**config.mk**
```make
export PLATFORM = sky130hd
export DESIGN_NAME = tmds_char_demap
export DESIGN_NICKNAME = d
export VERILOG_FILES = /design/src/rtl/tmds_demap_pkg.sv /design/src/rtl/tmds_chan_dec.sv /design/src/rtl/tmds_link_fsm.sv /design/src/rtl/tmds_char_demap.sv
export SDC_FILE = /design/constraint.sdc
export NUM_CORES = 1
export LEC_CHECK = 0
export BUFFER_PORTS_ARGS = -buffer_cell sky130_fd_sc_hd__buf_2
export CELL_PAD_IN_SITES_DETAIL_PLACEMENT = 0
export CELL_PAD_IN_SITES_GLOBAL_PLACEMENT = 2
export CORE_ASPECT_RATIO = 0.8
export CORE_MARGIN = 2
export CORE_UTILIZATION = 36
export DETAILED_ROUTE_END_ITERATION = 12
export PLACE_DENSITY = 0.84
export SYNTH_ARGS = -nofsm -noshare
export SYNTH_HDL_FRONTEND = slang
export SYNTH_SLANG_ARGS = --single-unit
export TNS_END_PERCENT = 50
```
**constraint.sdc**
```tcl
create_clock -name clk -period 4 [get_ports clk]
set_clock_uncertainty 0.2 [all_clocks]
set_input_delay 0 -clock clk [delete_from_list [all_inputs] [get_ports clk]]
set_output_delay 0 -clock clk [all_outputs]
set_load 0.02 [all_outputs]
```
**src/rtl/tmds_demap_pkg.sv**
```systemverilog
package tmds_demap_pkg;

    localparam int CHAR_W = 10;
    localparam int BYTE_W = 8;
    localparam int NUM_CH = 3;

    localparam logic [CHAR_W-1:0] CODE_V0 = 10'b1101010100;
    localparam logic [CHAR_W-1:0] CODE_V1 = 10'b0010101011;
    localparam logic [CHAR_W-1:0] CODE_V2 = 10'b0101010100;
    localparam logic [CHAR_W-1:0] CODE_V3 = 10'b1010101011;

    typedef enum logic [1:0] {
        ST_IDLE,
        ST_LEAD,
        ST_BLANK,
        ST_ACTIVE
    } link_state_e;

    typedef struct packed {
        logic              is_ctl;
        logic [1:0]        ctl;
        logic [BYTE_W-1:0] pix;
    } chan_word_t;

    function automatic chan_word_t classify(input logic [CHAR_W-1:0] c);
        chan_word_t        w;
        logic [BYTE_W-1:0] m;
        w.is_ctl = 1'b1;
        w.ctl    = 2'd0;
        case (c)
            CODE_V0: w.ctl = 2'd0;
            CODE_V1: w.ctl = 2'd1;
            CODE_V2: w.ctl = 2'd2;
            CODE_V3: w.ctl = 2'd3;
            default: w.is_ctl = 1'b0;
        endcase
        m = c[9] ? ~c[BYTE_W-1:0] : c[BYTE_W-1:0];
        w.pix[0] = m[0];
        for (int i = 1; i < BYTE_W; i++) begin
            w.pix[i] = c[8] ? (m[i] ^ m[i-1]) : ~(m[i] ^ m[i-1]);
        end
        return w;
    endfunction

endpackage

```
**src/rtl/tmds_chan_dec.sv**
```systemverilog
module tmds_chan_dec
    import tmds_demap_pkg::*;
(
    input  logic              clk,
    input  logic              rst_n,
    input  logic              valid_i,
    input  logic [CHAR_W-1:0] char_i,
    output chan_word_t        word_o
);

    chan_word_t word_q;

    always_ff @(posedge clk) begin
        if (!rst_n) begin
            word_q <= '0;
        end else if (valid_i) begin
            word_q <= classify(char_i);
        end
    end

    assign word_o = word_q;

endmodule

```
**src/rtl/tmds_link_fsm.sv**
```systemverilog
module tmds_link_fsm
    import tmds_demap_pkg::*;
#(
    parameter int MIN_BLANK = 128
) (
    input  logic clk,
    input  logic rst_n,
    input  logic v_i,
    input  logic all_data_i,
    input  logic all_ctl_i,
    output logic mix_o,
    output logic short_o
);

    localparam int CW = $clog2(MIN_BLANK + 1);

    link_state_e state_q, state_d;
    logic [CW-1:0] run_q;

    always_comb begin
        state_d = state_q;
        if (v_i) begin
            unique case (state_q)
                ST_IDLE: begin
                    if (all_data_i)     state_d = ST_ACTIVE;
                    else if (all_ctl_i) state_d = ST_LEAD;
                end
                ST_LEAD:   if (all_data_i) state_d = ST_ACTIVE;
                ST_BLANK:  if (all_data_i) state_d = ST_ACTIVE;
                ST_ACTIVE: if (all_ctl_i)  state_d = ST_BLANK;
            endcase
        end
    end

    always_ff @(posedge clk) begin
        if (!rst_n) begin
            state_q <= ST_IDLE;
            run_q   <= '0;
        end else begin
            state_q <= state_d;
            if (v_i && all_ctl_i) begin
                if (state_q == ST_ACTIVE) begin
                    run_q <= CW'(1);
                end else if (state_q == ST_BLANK && run_q < CW'(MIN_BLANK)) begin
                    run_q <= run_q + CW'(1);
                end
            end
        end
    end

    always_comb begin
        mix_o   = v_i && !all_data_i && !all_ctl_i;
        short_o = v_i && all_data_i && (state_q == ST_BLANK) && (run_q < CW'(MIN_BLANK));
    end

    p_run_bound_r9: assert property (@(posedge clk) disable iff (!rst_n)
        run_q <= CW'(MIN_BLANK));

    p_lead_once_r9: assert property (@(posedge clk) disable iff (!rst_n)
        (state_q != ST_IDLE) |=> (state_q != ST_IDLE));

endmodule

```
**src/rtl/tmds_char_demap.sv**
```systemverilog
module tmds_char_demap
    import tmds_demap_pkg::*;
#(
    parameter int MIN_BLANK = 128
) (
    input  logic              clk,
    input  logic              rst_n,
    input  logic              in_valid,
    input  logic [CHAR_W-1:0] ch0_char,
    input  logic [CHAR_W-1:0] ch1_char,
    input  logic [CHAR_W-1:0] ch2_char,
    output logic              out_valid,
    output logic              de,
    output logic [BYTE_W-1:0] red,
    output logic [BYTE_W-1:0] green,
    output logic [BYTE_W-1:0] blue,
    output logic              hsync,
    output logic              vsync,
    output logic              ctl1,
    output logic              ctl2,
    output logic              mix_err,
    output logic              short_blank_err
);

    logic [CHAR_W-1:0] chars [NUM_CH];
    chan_word_t        words [NUM_CH];
    logic              s1_v;
    logic              all_ctl, all_data;
    logic              mix_c, short_c;
    logic              hidden_ctl_q;
    logic              unused_sink;

    assign chars[0] = ch0_char;
    assign chars[1] = ch1_char;
    assign chars[2] = ch2_char;

    for (genvar g = 0; g < NUM_CH; g++) begin : g_ch
        tmds_chan_dec u_dec (
            .clk     (clk),
            .rst_n   (rst_n),
            .valid_i (in_valid),
            .char_i  (chars[g]),
            .word_o  (words[g])
        );
    end

    always_ff @(posedge clk) begin
        if (!rst_n) s1_v <= 1'b0;
        else        s1_v <= in_valid;
    end

    always_comb begin
        all_ctl  = 1'b1;
        all_data = 1'b1;
        for (int k = 0; k < NUM_CH; k++) begin
            all_ctl  = all_ctl  & words[k].is_ctl;
            all_data = all_data & !words[k].is_ctl;
        end
    end

    tmds_link_fsm #(.MIN_BLANK(MIN_BLANK)) u_fsm (
        .clk        (clk),
        .rst_n      (rst_n),
        .v_i        (s1_v),
        .all_data_i (all_data),
        .all_ctl_i  (all_ctl),
        .mix_o      (mix_c),
        .short_o    (short_c)
    );

    always_ff @(posedge clk) begin
        if (!rst_n) begin
            out_valid       <= 1'b0;
            de              <= 1'b0;
            red             <= '0;
            green           <= '0;
            blue            <= '0;
            hsync           <= 1'b0;
            vsync           <= 1'b0;
            ctl1            <= 1'b0;
            ctl2            <= 1'b0;
            hidden_ctl_q    <= 1'b0;
            mix_err         <= 1'b0;
            short_blank_err <= 1'b0;
        end else begin
            out_valid       <= s1_v;
            mix_err         <= mix_c;
            short_blank_err <= short_c;
            if (s1_v && all_data) begin
                de    <= 1'b1;
                red   <= words[2].pix;
                green <= words[1].pix;
                blue  <= words[0].pix;
            end else if (s1_v && all_ctl) begin
                de           <= 1'b0;
                red          <= '0;
                green        <= '0;
                blue         <= '0;
                hsync        <= words[0].ctl[0];
                vsync        <= words[0].ctl[1];
                ctl1         <= words[1].ctl[1];
                ctl2         <= words[2].ctl[0];
                hidden_ctl_q <= words[2].ctl[1];
            end
        end
    end

    assign unused_sink = ^{words[1].ctl[0], hidden_ctl_q};

    p_mix_hold_r6: assert property (@(posedge clk) disable iff (!rst_n)
        mix_err |-> (de == $past(de)) && $stable({red, green, blue}));

    p_sync_hold_r7: assert property (@(posedge clk) disable iff (!rst_n)
        de |-> $stable({hsync, vsync, ctl1, ctl2}));

    p_blank_zero_r8: assert property (@(posedge clk) disable iff (!rst_n)
        !de |-> ({red, green, blue} == '0));

    p_short_on_rise_r9: assert property (@(posedge clk) disable iff (!rst_n)
        short_blank_err |-> de && !$past(de));

    p_err_valid_r10: assert property (@(posedge clk) disable iff (!rst_n)
        (mix_err || short_blank_err) |-> out_valid);

endmodule

```
==> impl_metrics.json <==
{
  "crit_buf_inv": 4,
  "worst-r2r-setup-slack_ps": 1690,
  "endpoint_kind": "register",
  "ys.flop_type": "dfxtp_1",
  "num_vias": 2635,
  "syn-num-nets": 390,
  "setup_viol": 0,
  "cts_tree": "yes",
  "io_buffers": 64,
  "grt_pass1_vias": 2565,
  "cts.repair.resized": 0,
  "crit_fanout": 4,
  "wl_per_cell_um": 13.69,
  "drc": 0,
  "timing.final.crit_share_pct": 60.23,
  "grt.overflow.total": 0,
  "die_h_um": 90.55,
  "grt_max_degree": 68,
  "clock_latency_ps": 330,
  "fill_cells": 903,
  "holdPathStages": 5,
  "yosysMostFrequentCell": "dfxtp_1",
  "switchingPower_mw": 0.4427,
  "antenna_found_initial": 0,
  "hold_violations": 0,
  "fin_crit_ps": 2409,
  "cpMostUsedCell": "dlygate4sd3_1",
  "hp-start": "ch0_char[1]",
  "combPwrFrac_pct": 12.0,
  "crit_cells": 7,
  "critPathLaunchType": "input pin",
  "postCtsSetupBuffers": 0,
  "async_reset_ff_share_pct": 0,
  "power_density_nw_per_um2": 431.6,
  "avgSynthCellArea_um2": 9.714,
  "rows": 31,
  "cp.required_ps": 4080,
  "ctsRootBufferMaster": "clkbuf_16",
  "cts_buffers": 9,
  "vdd_drop_max_mv": 0.2446,
  "nets": 473,
  "total_power_mw": 1.879,
  "critical_path.slowest_cell": "dlygate4sd3_1",
  "start_util_pct": 37.14,
  "clk_pin_slew_ps": 60,
  "max_stage_delay_ps": 590,
  "wl_um": 7532,
  "pin_count": 65,
  "antenna_cells": 0,
  "area_growth_pct": 29.18,
  "hold_class": "in2reg",
  "hpwlAfterDp_um": 4809,
  "grt_util_all_layers_pct": 15.44,
  "fin_setup_tns_ps": 0,
  "status": "completed",
  "r2r-start": "g_ch[1].u_dec.word_o[10]$_SDFFE_PN0P_",
  "synth.distinct_cells": 44,
  "cp_cell_sequence": "dlygate4sd3_1 -> buf_2 -> nor4bb_1 -> nand4_1 -> dlygate4sd3_1 -> a31oi_1 -> dlygate4sd3_1",
  "critical-path-top-delay-family": "buffers and inverters",
  "maxCapViolCount": 0,
  "clk_path_buf_depth": 2,
  "worstPathArrival_ps": 2490,
  "slew_headroom_pct": 19.06,
  "yosysTopAreaCell": "dfxtp_1",
  "drt_iter0_markers": 109,
  "coreArea_um2": 9076,
  "yosysWarnings": 0,
  "rsz0062_at_grt": "false",
  "grt_pass1_wl_um": 12740,
  "r2r_end": "green[3]$_SDFFE_PN0P_",
  "hold_path_end": "g_ch[0].u_dec.word_o[2]$_SDFFE_PN0P_",
  "drive_above_1_share_pct": 19.54,
  "max_freq_ghz": 0.4151,
  "swShare_pct": 23.56,
  "clock_sinks": 74,
  "synth.ff_latch_count": 74,
  "fp.dieW_um": 112.2,
  "drv_slew": 0,
  "die_area_um2": 10160,
  "p_leak_nw": 1.946,
  "gp_congestion": 0.7581,
  "synth.top_cells.by_area": "dfxtp_1, xnor2_1, o211a_1",
  "ant_nets": 0,
  "viasPerCell": 4.791,
  "worst_pin_slew_ps": 1214,
  "yosys-top-cells-count": "dfxtp_1, nand2_1, xnor2_1, nor2b_1, o211a_1",
  "drtPass1Iterations": 4,
  "seq_power_share_pct": 42.3,
  "clkPwrFrac_pct": 45.7,
  "syn-instance-count": 347,
  "postCtsHoldBufs": 31,
  "r2r_cells": 4,
  "synth_edf_count": 0,
  "p_int_mw": 1.436,
  "yosysSeqAreaShare_pct": 43.95,
  "netlist.area_leader.share_pct": 43.95,
  "crit_type": "in2reg",
  "htreeDepth": 3,
  "syn_area_um2": 3371
}
-- per-layer routing --
| layer | global-route usage [%] | vias to the layer above | routed length, µm |
|---|---|---|---|
| li1 | - | 1378 | - |
| met1 | 22.57 | 1195 | 4136 |
| met2 | 21.23 | 58 | 2948 |
| met3 | 6.107 | 4 | 396 |
| met4 | 3.354 | 0 | 52 |
| met5 | 0 | - | 0 |
-- worst reg2reg max path, stage by stage, from the launching register on --
cell and delay, ps:
dfxtp_1 340, nor3_1 410, and2_1 890, a22oi_1 220, nor2b_1 170
-- worst max-delay path by stage --
stage | start | to | slack, ps
after floorplan | u_fsm.state_q[0]$_SDFFE_PN0P_ | u_fsm.run_q[5]$_SDFFE_PN0P_ | 2380
after global placement | g_ch[1].u_dec.word_o[10]$_SDFFE_PN0P_ | red[1]$_SDFFE_PN0P_ | 1760
after detailed placement | g_ch[1].u_dec.word_o[10]$_SDFFE_PN0P_ | green[0]$_SDFFE_PN0P_ | 1680
after CTS | ch1_char[6] | g_ch[1].u_dec.word_o[10]$_SDFFE_PN0P_ | 1630
after global routing | g_ch[1].u_dec.word_o[10]$_SDFFE_PN0P_ | red[1]$_SDFFE_PN0P_ | 1370
final | ch1_char[6] | g_ch[1].u_dec.word_o[10]$_SDFFE_PN0P_ | 1590
-- kinds of logic after synthesis --
family          count (synthesis)  synth area share, %
compound gates                 81                18.89
fa+ha+maj                      10                3.712
buf+inv                        32                4.565
mux                             4                1.336
flops                          74                43.95
simple gates                  108                17.67
xor+xnor                       38                9.874
-- power by group through the flow --
stage	combinational, mW	clock (mW)	sequential (mW)
after global placement	0.204	0	0.809
after floorplan	0.141	0	0.816
after global routing	0.253	0.919	0.799
after detailed placement	0.206	0	0.810
final	0.226	0.859	0.794
after CTS	0.228	0.881	0.794
-- area by class of cell --
cell class	instances	area, µm²	share of cell area [%]
tap	115	143.9	3.305
sequential	74	1481	34.02
timing repair buffer	95	630.6	14.48
inverter	9	33.78	0.7759
clock buffer	13	280.3	6.437
multi-input combinational	241	1739	39.94
clock inverter	3	45.04	1.034
-- registers in the layout, summed over array words and instances, names as in the netlist --
name               cells
g_ch.u_dec.word_o     31
ctl1                   1
s1_v                   1
hsync                  1
ctl2                   1
red                    8
u_fsm.run_q            8
out_valid              1
green                  8
mix_err                1
de                     1
blue                   8
u_fsm.state_q          2
short_blank_err        1
vsync                  1
-- stage by stage --
stage | cells | setup slack [ps] | utilization (%) | hold WS (ps) | cell area, µm²
2_1_floorplan | 347 | 2378 | - | -47.36 | 3371
3_3_place_gp | 503 | 1757 | 40.97 | 129.3 | 3719
3_5_place_dp | 503 | 1677 | 40.97 | 118.3 | 3719
4_1_cts | 550 | 1630 | 47.97 | 2.437 | 4354
5_1_grt | 550 | 1370 | 47.97 | 42.02 | 4354
6_report | 550 | 1591 | 47.97 | 14.74 | 4354
-- cells in the final DEF, fill, tap and decap left out, types with 8 or more instances in the layout --
| cell type | count |
|---|---|
| a21oi_1 | 8 |
| a22oi_1 | 24 |
| buf_2 | 64 |
| clkbuf_16 | 9 |
| dfxtp_1 | 74 |
| dlygate4sd3_1 | 31 |
| ha_1 | 10 |
| inv_1 | 9 |
| nand2_1 | 38 |
| nor2_1 | 8 |
| nor2b_1 | 31 |
| o211a_1 | 26 |
| o21ai_0 | 8 |
| xnor2_1 | 35 |
No activity file was read; power rests on OpenSTA's default activity.
